--- config.mk ---
export PLATFORM = sky130hd
export DESIGN_NAME = nand_prefetch_engine
export DESIGN_NICKNAME = d
export VERILOG_FILES = /design/src/rtl/npf_pkg.sv /design/src/rtl/npf_fifo.sv /design/src/rtl/npf_fetch.sv /design/src/rtl/npf_regs.sv /design/src/rtl/nand_prefetch_engine.sv
export SDC_FILE = /design/constraint.sdc
export NUM_CORES = 1
export LEC_CHECK = 0
export ABC_AREA = 1
export BUFFER_PORTS_ARGS = -buffer_cell sky130_fd_sc_hd__buf_2
export CAP_MARGIN = 5
export CELL_PAD_IN_SITES_DETAIL_PLACEMENT = 1
export CELL_PAD_IN_SITES_GLOBAL_PLACEMENT = 1
export CORE_AREA = 5 5 268 270
export CTS_BUF_LIST = sky130_fd_sc_hd__clkbuf_4
export CTS_CLUSTER_DIAMETER = 60
export DETAILED_ROUTE_END_ITERATION = 16
export DIE_AREA = 0 0 273 275
export PLACE_DENSITY = 0.64
export SETUP_SLACK_MARGIN = 0.5
export SLEW_MARGIN = 20
export SYNTH_ARGS = -nofsm -noshare
export SYNTH_HDL_FRONTEND = slang
export SYNTH_SLANG_ARGS = --single-unit
--- constraint.sdc ---
create_clock -name clk -period 4.2 [get_ports clk]
set_input_delay 0.63 -clock clk [delete_from_list [all_inputs] [get_ports clk]]
set_output_delay 0.63 -clock clk [all_outputs]
set_load 0.05 [all_outputs]
--- src/rtl/npf_pkg.sv ---
package npf_pkg;

    localparam int WORD_W     = 32;
    localparam int BYTE_W     = 8;
    localparam int CNT_W      = 14;
    localparam int CS_W       = 3;
    localparam int FIFO_BYTES = 64;
    localparam int THR_MAX    = 64;
    localparam int LVL_W      = $clog2(FIFO_BYTES) + 1;

    // field positions that software decodes
    localparam int CFG_DIR_BIT = 0;
    localparam int CFG_EN_BIT  = 7;
    localparam int CFG_THR_LO  = 8;
    localparam int CFG_CS_LO   = 24;
    localparam int ST_LVL_LO   = 24;

    typedef enum logic [1:0] {
        RA_CTRL   = 2'd0,
        RA_CFG    = 2'd1,
        RA_COUNT  = 2'd2,
        RA_STATUS = 2'd3
    } reg_addr_e;

    typedef struct packed {
        logic [CS_W-1:0] cs;
        logic [7:0]      thr;
        logic            en;
        logic            dir_wr;
    } cfg_t;

    function automatic cfg_t cfg_unpack(input logic [WORD_W-1:0] w);
        cfg_t c;
        c.cs     = w[CFG_CS_LO +: CS_W];
        c.thr    = w[CFG_THR_LO +: 8];
        c.en     = w[CFG_EN_BIT];
        c.dir_wr = w[CFG_DIR_BIT];
        return c;
    endfunction

    function automatic logic [WORD_W-1:0] cfg_pack(input cfg_t c);
        logic [WORD_W-1:0] w;
        w = '0;
        w[CFG_CS_LO +: CS_W] = c.cs;
        w[CFG_THR_LO +: 8]   = c.thr;
        w[CFG_EN_BIT]        = c.en;
        w[CFG_DIR_BIT]       = c.dir_wr;
        return w;
    endfunction

    function automatic logic [WORD_W-1:0] status_pack(input logic [CNT_W-1:0] rem,
                                                      input logic [LVL_W-1:0] lvl);
        logic [WORD_W-1:0] w;
        w = '0;
        w[CNT_W-1:0]           = rem;
        w[ST_LVL_LO +: LVL_W]  = lvl;
        return w;
    endfunction

endpackage

--- src/rtl/npf_fifo.sv ---
module npf_fifo #(
    parameter  int DEPTH = 64,
    localparam int PW    = $clog2(DEPTH),
    localparam int LW    = PW + 1
) (
    input  logic          clk,
    input  logic          rst,
    input  logic          flush,
    input  logic          push,
    input  logic [7:0]    push_byte,
    input  logic          pop_req,
    output logic [31:0]   word_out,
    output logic [LW-1:0] level
);
    logic [7:0]    mem [DEPTH];
    logic [PW-1:0] wp;
    logic [PW-1:0] rp;
    logic          push_ok;
    logic          pop_ok;

    assign pop_ok  = pop_req && (level >= LW'(4));
    assign push_ok = push && (level < LW'(DEPTH));

    always_ff @(posedge clk) begin
        if (push_ok) begin
            mem[wp] <= push_byte;
        end
    end

    always_ff @(posedge clk) begin
        if (rst || flush) begin
            wp    <= '0;
            rp    <= '0;
            level <= '0;
        end else begin
            if (push_ok) begin
                wp <= wp + PW'(1);
            end
            if (pop_ok) begin
                rp <= rp + PW'(4);
            end
            level <= level + LW'(push_ok) - (pop_ok ? LW'(4) : LW'(0));
        end
    end

    for (genvar k = 0; k < 4; k++) begin : g_lane
        assign word_out[8*k +: 8] = mem[rp + PW'(k)];
    end

endmodule

--- src/rtl/npf_fetch.sv ---
module npf_fetch #(
    parameter int CNT_W = 14,
    parameter int DEPTH = 64,
    parameter int LW    = 7
) (
    input  logic             clk,
    input  logic             rst,
    input  logic             load,
    input  logic             clear,
    input  logic [CNT_W-1:0] load_count,
    input  logic             active,
    input  logic             ready,
    input  logic [LW-1:0]    level,
    output logic             strobe,
    output logic [CNT_W-1:0] remaining
);
    assign strobe = active && (remaining != '0) && ready && (level < LW'(DEPTH));

    always_ff @(posedge clk) begin
        if (rst || clear) begin
            remaining <= '0;
        end else if (load) begin
            remaining <= load_count;
        end else if (strobe) begin
            remaining <= remaining - CNT_W'(1);
        end
    end

endmodule

--- src/rtl/npf_regs.sv ---
module npf_regs
    import npf_pkg::*;
(
    input  logic              clk,
    input  logic              rst,
    input  logic              wr,
    input  logic [1:0]        addr,
    input  logic [WORD_W-1:0] wdata,
    output logic [WORD_W-1:0] rdata,
    input  logic [CNT_W-1:0]  remaining,
    input  logic [LVL_W-1:0]  level,
    output cfg_t              cfg,
    output logic [CNT_W-1:0]  count_val,
    output logic              run,
    output logic              start,
    output logic              stop,
    output logic              err_busy,
    output logic              err_thresh
);
    logic ctrl_wr;
    logic go_req;
    logic thr_ok;
    logic done;

    assign ctrl_wr = wr && (reg_addr_e'(addr) == RA_CTRL);
    assign go_req  = ctrl_wr && wdata[0];
    assign thr_ok  = ({1'b0, cfg.thr} <= 9'(THR_MAX));
    assign start   = go_req && !run && thr_ok;
    assign stop    = ctrl_wr && !wdata[0];
    assign done    = run && (remaining == '0) && (level == '0);

    always_ff @(posedge clk) begin
        if (rst) begin
            run        <= 1'b0;
            cfg        <= '0;
            count_val  <= '0;
            err_busy   <= 1'b0;
            err_thresh <= 1'b0;
        end else begin
            err_busy   <= go_req && run;
            err_thresh <= go_req && !run && !thr_ok;
            if (stop) begin
                run <= 1'b0;
            end else if (start) begin
                run <= 1'b1;
            end else if (done) begin
                run <= 1'b0;
            end
            if (wr && (reg_addr_e'(addr) == RA_CFG)) begin
                cfg <= cfg_unpack(wdata);
            end
            if (wr && (reg_addr_e'(addr) == RA_COUNT)) begin
                count_val <= wdata[CNT_W-1:0];
            end
        end
    end

    always_comb begin
        unique case (reg_addr_e'(addr))
            RA_CTRL:   rdata = {{(WORD_W-1){1'b0}}, run};
            RA_CFG:    rdata = cfg_pack(cfg);
            RA_COUNT:  rdata = {{(WORD_W-CNT_W){1'b0}}, count_val};
            RA_STATUS: rdata = status_pack(remaining, level);
            default:   rdata = '0;
        endcase
    end

endmodule

--- src/rtl/nand_prefetch_engine.sv ---
module nand_prefetch_engine
    import npf_pkg::*;
(
    input  logic              clk,
    input  logic              rst,
    input  logic              reg_wr,
    input  logic [1:0]        reg_addr,
    input  logic [WORD_W-1:0] reg_wdata,
    output logic [WORD_W-1:0] reg_rdata,
    input  logic              dport_rd,
    output logic [WORD_W-1:0] dport_data,
    input  logic              nand_ready,
    input  logic [BYTE_W-1:0] nand_data,
    output logic              nand_rd_strobe,
    output logic [CS_W-1:0]   nand_cs,
    output logic              thr_hit,
    output logic              err_busy,
    output logic              err_thresh
);
    cfg_t             cfg;
    logic [CNT_W-1:0] count_val;
    logic [CNT_W-1:0] remaining;
    logic [LVL_W-1:0] fifo_level;
    logic             run;
    logic             start;
    logic             stop;
    logic             active;

    npf_regs u_regs (
        .clk        (clk),
        .rst        (rst),
        .wr         (reg_wr),
        .addr       (reg_addr),
        .wdata      (reg_wdata),
        .rdata      (reg_rdata),
        .remaining  (remaining),
        .level      (fifo_level),
        .cfg        (cfg),
        .count_val  (count_val),
        .run        (run),
        .start      (start),
        .stop       (stop),
        .err_busy   (err_busy),
        .err_thresh (err_thresh)
    );

    assign active = run && cfg.en && !cfg.dir_wr;

    npf_fetch #(.CNT_W(CNT_W), .DEPTH(FIFO_BYTES), .LW(LVL_W)) u_fetch (
        .clk        (clk),
        .rst        (rst),
        .load       (start),
        .clear      (stop),
        .load_count (count_val),
        .active     (active),
        .ready      (nand_ready),
        .level      (fifo_level),
        .strobe     (nand_rd_strobe),
        .remaining  (remaining)
    );

    npf_fifo #(.DEPTH(FIFO_BYTES)) u_fifo (
        .clk       (clk),
        .rst       (rst),
        .flush     (stop),
        .push      (nand_rd_strobe),
        .push_byte (nand_data),
        .pop_req   (dport_rd),
        .word_out  (dport_data),
        .level     (fifo_level)
    );

    assign nand_cs = cfg.cs;
    assign thr_hit = run && (16'(fifo_level) >= 16'(cfg.thr));

endmodule

==> impl_metrics.env, run 1 <==
export IMPL_core_area_mm2=0.0693
export IMPL_grt_max_degree=99
export IMPL_fin_skew_ns=0.0394
export IMPL_power_density_mw_per_mm2=521
export IMPL_max_freq_mhz=281
export IMPL_antenna_found_initial=2
export IMPL_vias=16600
export IMPL_fin_total_pwr_w=0.0144
export IMPL_ir_drop_v=0.000382
export IMPL_route_detailed_drc=0
export IMPL_maxSlewViolCount=0
export IMPL_port_buffers=95
export IMPL_cts_tree="done"
export IMPL_wl_mm=67.7
export IMPL_synth_edff_count=512
export IMPL_setup_violations_final=0
export IMPL_synth_top_area_frac=0.644
export IMPL_ys_warn_count=0
export IMPL_async_flop_share=0
export IMPL_gr_total_overflow=0
export IMPL_r2r_end="u_fifo.mem[49][1]"
export IMPL_dp_cells=2904
export IMPL_final_cells=3199
export IMPL_dp_hpwl_mm=38.4
export IMPL_dr_pass1_iters=5
export IMPL_min_to="u_fifo.mem[29][4]"
export IMPL_insertion_delay_ns=0.95
export IMPL_r2r_start="u_fetch.remaining[0]"
export IMPL_cp_startpoint="u_fifo.rp[3]"
export IMPL_pin_count=118
export IMPL_synth_commonest_cells="edfxtp_1, nor2_1, o21ai_0"
export IMPL_core_rowCount=97
export IMPL_synth_avg_cell_area_um2=12.1
export IMPL_seq_area_frac_synth=0.699
export IMPL_yosys_cell_types_count=47
export IMPL_cts_htree_levels=4
export IMPL_drtAntennaViolNets=0
export IMPL_min_path_type="input port to flip-flop"
export IMPL_post_route_period_util=0.848
export IMPL_cts_root_buf="clkbuf_4"
export IMPL_start_kind="flip-flop"
export IMPL_required_ns=3.57
export IMPL_layout_setup_ws_ns=0.638
export IMPL_reg2reg_depth=9
export IMPL_p_leak_nw=9.46
export IMPL_area_growth_pct=15.8
export IMPL_finalHoldViolCount=0
export IMPL_fin_nets=2222
export IMPL_setup_worst_path_end_class="output port"
export IMPL_syn_inst=1966
export IMPL_synthesis_area_mm2=0.0239
export IMPL_path_max_fanout=53
export IMPL_synth_area_leaders="edfxtp_1, o21ai_0, dfxtp_1"
export IMPL_drtIter0Drc=908
export IMPL_max_slew_margin=0.312
export IMPL_synth_area_leader_cell="edfxtp_1"
export IMPL_min_period_ns=3.56
export IMPL_ys_ff_latch=577
export IMPL_critical_path_class="flip-flop to output port"
export IMPL_outcome="complete, no violations"
export IMPL_grt_pass1_vias=17700
export IMPL_cp_arrival_ns=2.93
export IMPL_tightest_slew_ns=1.03
export IMPL_cts_sinks=577
export IMPL_grt_pass1_wl_mm=101
export IMPL_fp_dieW_um=273
export IMPL_holdCritStartpoint="nand_data[4]"
export IMPL_nFillCells=7511
export IMPL_hold_depth=1
export IMPL_layout_drive_gt1_share=0.173
export IMPL_cts_buffers_inserted=149
export IMPL_die_area_mm2=0.0751
export IMPL_clock_path_buffers=3
export IMPL_grt_usage=0.176
export IMPL_place_ws_ns=1.06
export IMPL_place_congestion=0.772
export IMPL_worst_hold_slack_ns=0.144
export IMPL_rrSetupSlack_ns=1.15
export IMPL_floorplan_initialDensity=0.344
export IMPL_setup_tns_final_ns=0
export IMPL_synth_flop_cell="edfxtp_1"
export IMPL_max_cap_violations=0
export IMPL_die_h_um=275
export IMPL_synth_most_common_cell="edfxtp_1"
export IMPL_clkTransAtPathRegs_ns=0.06
export IMPL_vias_per_cell=5.19
export IMPL_rsz0062_at_grt="yes"
export IMPL_wire_per_inst_um=21.1
==> worst max-delay path by stage <==
stage / cells after the start / slack, ns / endpoint
floorplan: 4 / 1.53 / reg_rdata[10]
global placement: 7 / 1.08 / u_fifo.mem[9][6]
detailed placement: 7 / 1.06 / u_fifo.mem[41][4]
CTS: 7 / 0.51 / dport_data[14]
global route: 7 / 0.44 / dport_data[14]
finish: 7 / 0.64 / dport_data[17]
==> cell families (layout without fill, tap and decap cells) <==
kind of cell,Yosys count,count (layout),synth area share
simple gates,545,545,0.0964
xor+xnor,6,6,0.00220
buf+inv,247,530,0.0447
flops,577,577,0.699
compound gates,536,536,0.133
mux,32,32,0.0134
other cells,1,11,0.000157
fa+ha+maj,22,22,0.0115
==> cell type report <==
| cell class | instances | area, µm² | share of cell area |
|---|---|---|---|
| clock inverter | 36 | 274 | 0.00991 |
| inverter | 117 | 468 | 0.0169 |
| clock buffer | 219 | 1640 | 0.0595 |
| sequential | 577 | 16700 | 0.604 |
| tap | 940 | 1180 | 0.0425 |
| antenna | 2 | 5.00 | 0.000181 |
| timing repair buffer | 157 | 1220 | 0.0441 |
| timing repair inverter | 1 | 7.51 | 0.000272 |
| multi-input combinational | 1150 | 6170 | 0.223 |
==> flip-flops by register name, summed over array words and instances (netlist names), named ones only <==
register           flops
u_regs.count_val      14
u_fifo.rp              4
u_fifo.level           7
u_regs.err_busy        1
u_fifo.mem           512
u_fetch.remaining     14
u_regs.run             1
u_fifo.wp              6
u_regs.cfg            13
u_regs.err_thresh      1
==> timing repair <==
action                                 in CTS  in global routing
endpoints found under the hold margin      31                  0
setup endpoints to repair                  32                 13
hold buffers                               30                  0
resized for setup                          13                  8
setup buffers                               3                  1
cloned                                      3                  1
==> stage by stage <==
stage	utilization	cell area, µm²
3_5_place_dp	0.364	25200
6_report	0.399	27600
3_3_place_gp	0.364	25200
2_1_floorplan	-	23900
4_1_cts	0.398	27600
5_1_grt	0.399	27600
==> critical path, cell delays in order, from the launching register on <==
cell,delay [ns]
dfxtp_2,0.41
inv_8,0.21
buf_16,0.28
o21ai_0,0.13
o221ai_1,0.27
o211ai_1,0.19
nand2_1,0.23
clkbuf_4,0.28
==> where the power goes <==
part,internal [W],total [W],switching (W)
Clock,0.00268,0.00493,0.00225
Sequential,0.00629,0.00638,0.0000937
Combinational,0.000891,0.00310,0.00221
==> layout by cell type, fill, tap and decap left out, types with 4 or more instances in the layout <==
| cell type | n |
|---|---|
| clkbuf_4 | 222 |
| buf_16 | 5 |
| buf_2 | 92 |
| o22ai_1 | 33 |
| bufinv_16 | 5 |
| inv_1 | 105 |
| clkinvlp_4 | 4 |
| o221ai_1 | 79 |
| nor3_1 | 7 |
| buf_4 | 18 |
| buf_6 | 4 |
| nand3_1 | 79 |
| conb_1 | 9 |
| nor2_2 | 4 |
| nand2_1 | 129 |
| dfxtp_1 | 61 |
| clkinv_1 | 32 |
| inv_2 | 4 |
| nor2_1 | 302 |
| o21ai_0 | 276 |
| o211ai_1 | 55 |
| xor2_1 | 6 |
| a21oi_1 | 86 |
| ha_1 | 22 |
| nand2_2 | 5 |
| dlygate4sd3_1 | 30 |
| edfxtp_1 | 512 |
| mux2i_1 | 32 |
==> layer usage <==
layer	vias up	wire, µm	track usage
met5	-	0	0
met4	0	1670	0.0722
met3	101	2650	0.0344
met2	400	34000	0.307
met1	8429	29300	0.215
li1	7658	-	-
Power figures use the tool's default switching activity.
==> inputs of run 2 (changes only) <==
--- a/config.mk
+++ b/config.mk
@@ -15,7 +15,7 @@
 export CTS_CLUSTER_DIAMETER = 60
 export DETAILED_ROUTE_END_ITERATION = 16
 export DIE_AREA = 0 0 273 275
-export PLACE_DENSITY = 0.64
+export PLACE_DENSITY = 0.67
 export SETUP_SLACK_MARGIN = 0.5
 export SLEW_MARGIN = 20
 export SYNTH_ARGS = -nofsm -noshare
==> constraint.sdc (replaced) <==
create_clock -name clk -period 2.95 [get_ports clk]
set_input_delay 0.4425 -clock clk [delete_from_list [all_inputs] [get_ports clk]]
set_output_delay 0.4425 -clock clk [all_outputs]
set_load 0.05 [all_outputs]
==> run 2 against run 1 <==
  * The flow now finishes with violations (negative setup slack)
  * Worst hold slack lost 0.012 ns
  * Non-clock buffer count grew 164
  * Sequential power grew 42%
  * Global-route usage grew 2.3 points
  * Via count grew 8.0%
  * Sequential cell count is the same
  * Critical path depth grew 1
  * First-iteration DRC count grew 60%
  * Combinational power grew 120%
  * Setup slack lost 0.89 ns
  * Register-to-register slack lost 0.55 ns
==> impl_metrics.env, run 2 (synthesized netlist as in run 1, its figures left out) <==
export IMPL_place_congestion=0.776
export IMPL_drtAntennaViolNets=0
export IMPL_mostFrequentLayoutCells="edfxtp_1, nor2_1, clkbuf_4, o21ai_0, buf_4"
export IMPL_placed_area_mm2=0.0259
export IMPL_vias_per_cell=5.33
export IMPL_ir_drop_v=0.000482
export IMPL_die_area_mm2=0.0751
export IMPL_insertion_delay_ns=0.97
export IMPL_power_internal_w=0.0154
export IMPL_wire_per_inst_um=23.2
export IMPL_max_freq_mhz=312
export IMPL_final_cells=3361
export IMPL_max_cap_violations=0
export IMPL_finalHoldViolCount=0
export IMPL_outcome="finished, violations left"
export IMPL_cp_arrival_ns=2.76
export IMPL_power_share_clock=0.304
export IMPL_route_detailed_drc=0
export IMPL_gr_total_overflow=0
export IMPL_critical_path_class="flip-flop to output port"
export IMPL_layout_drive_gt1_share=0.307
export IMPL_power_switching_w=0.00743
export IMPL_min_period_ns=3.20
export IMPL_path_max_fanout=8
export IMPL_clock_path_buffers=3
export IMPL_dp_cells=2983
export IMPL_min_path_type="input port to flip-flop"
export IMPL_floorplan_initialDensity=0.344
export IMPL_post_route_period_util=1.08
export IMPL_fp_dieW_um=273
export IMPL_grt_pass1_vias=19100
export IMPL_clkTransAtPathRegs_ns=0.06
export IMPL_fin_total_pwr_w=0.0229
export IMPL_grt_max_degree=65
export IMPL_comb_power_share=0.299
export IMPL_vias=17900
export IMPL_wl_mm=77.9
export IMPL_final_area_mm2=0.0309
export IMPL_violations="negative setup slack"
export IMPL_die_h_um=275
export IMPL_reg_top3="u_fifo.mem (512), u_fetch.remaining (14), u_regs.count_val (14)"
export IMPL_p_leak_nw=10.9
export IMPL_core_area_mm2=0.0693
export IMPL_start_kind="flip-flop"
export IMPL_core_rowCount=97
export IMPL_cts_buffers_inserted=151
export IMPL_required_ns=2.51
export IMPL_cts_sinks=577
export IMPL_dp_hpwl_mm=40.7
export IMPL_cts_tree="done"
export IMPL_area_growth_pct=29.6
export IMPL_fin_skew_ns=0.0579
export IMPL_setup_worst_path_end_class="output port"
export IMPL_largest_register="u_fifo.mem"
export IMPL_fin_nets=2389
export IMPL_grt_usage=0.199
export IMPL_power_density_mw_per_mm2=739
export IMPL_maxSlewViolCount=0
export IMPL_final_common_cell="edfxtp_1"
export IMPL_layout_setup_ws_ns=-0.250
export IMPL_cts_root_buf="clkbuf_4"
export IMPL_setup_violations_final=27
export IMPL_pin_count=118
export IMPL_seq_power_share=0.397
export IMPL_grt_pass1_wl_mm=114
export IMPL_dr_pass1_iters=5
export IMPL_nFillCells=7246
export IMPL_tightest_slew_ns=0.855
export IMPL_antenna_found_initial=1
export IMPL_cts_htree_levels=4
export IMPL_place_ws_ns=0.292
export IMPL_swShare=0.325
export IMPL_worst_hold_slack_ns=0.132
export IMPL_largest_register_ffs=512
export IMPL_rsz0062_at_grt="yes"
export IMPL_max_slew_margin=0.428
export IMPL_port_buffers=95
export IMPL_drtIter0Drc=1451
==> run 2: cell count changes in the layout (fill, tap and decap cells not counted), moves of 23 or more <==
cell     delta
buf_16     +27
buf_2      -48
buf_4     +110
buf_6      +30
buf_8      +23
dfxtp_1    -24
nand2_1    -26
nand2_2    +23
o21ai_0    -82
o21ai_1    +58
==> run 2: critical path, cell delays in order, from the launching register on <==
cell	delay (ns)
dfxtp_4	0.34
buf_12	0.16
buf_12	0.16
buf_16	0.15
nor2_4	0.10
o22ai_2	0.08
o211ai_1	0.44
nand2_1	0.17
buf_6	0.19
==> run 2: routing by layer <==
metal	vias up	GRT usage	wire length [µm]
met1	9156	0.238	31700
li1	8012	-	-
met4	0	0.0806	2340
met3	149	0.0495	4360
met5	-	0	0
met2	600	0.345	39500
==> run 2: final cells by class <==
cell class / instances / area (µm²) / area share
timing repair buffer: 321 / 3700 / 0.120
inverter: 117 / 490 / 0.0159
clock buffer: 225 / 1690 / 0.0546
sequential: 577 / 16700 / 0.541
timing repair inverter: 2 / 16.3 / 0.000526
multi-input combinational: 1150 / 6940 / 0.224
antenna: 1 / 2.50 / 0.0000809
tap: 940 / 1180 / 0.0380
clock inverter: 28 / 191 / 0.00619
==> run 2: path summary, 6_finish.rpt <==
check,start,to,slack (ns),depth (start not counted)
setup / recovery,u_fifo.rp[2],dport_data[26],-0.25,8
setup reg to reg,u_fetch.remaining[0],u_fifo.level[6],0.60,20
hold / removal,reg_wr,u_fetch.remaining[8],0.13,7
hold reg to reg,u_regs.count_val[6],u_regs.count_val[6],0.49,2
==> run 2: stage by stage <==
stage,TNS (ns),util
floorplan,0,-
global placement,0,0.373
detailed placement,0,0.373
CTS,-6.01,0.436
global route,-8.01,0.446
finish,-3.85,0.446
==> run 2: power groups by stage <==
stage	registers [W]	logic, W	clock network [W]
floorplan	0.00916	0.00297	0
finish	0.00908	0.00683	0.00696
detailed placement	0.00925	0.00432	0
global placement	0.00925	0.00417	0
global route	0.00908	0.00721	0.00760
CTS	0.00907	0.00624	0.00710
==> run 2: repair_timing <==
item,CTS,global route
resized for setup,350,149
hold buffers,34,0
pin swaps,88,77
hold endpoints to repair,112,0
endpoints found under the setup margin,101,109
setup buffers,42,14
cloned,26,8
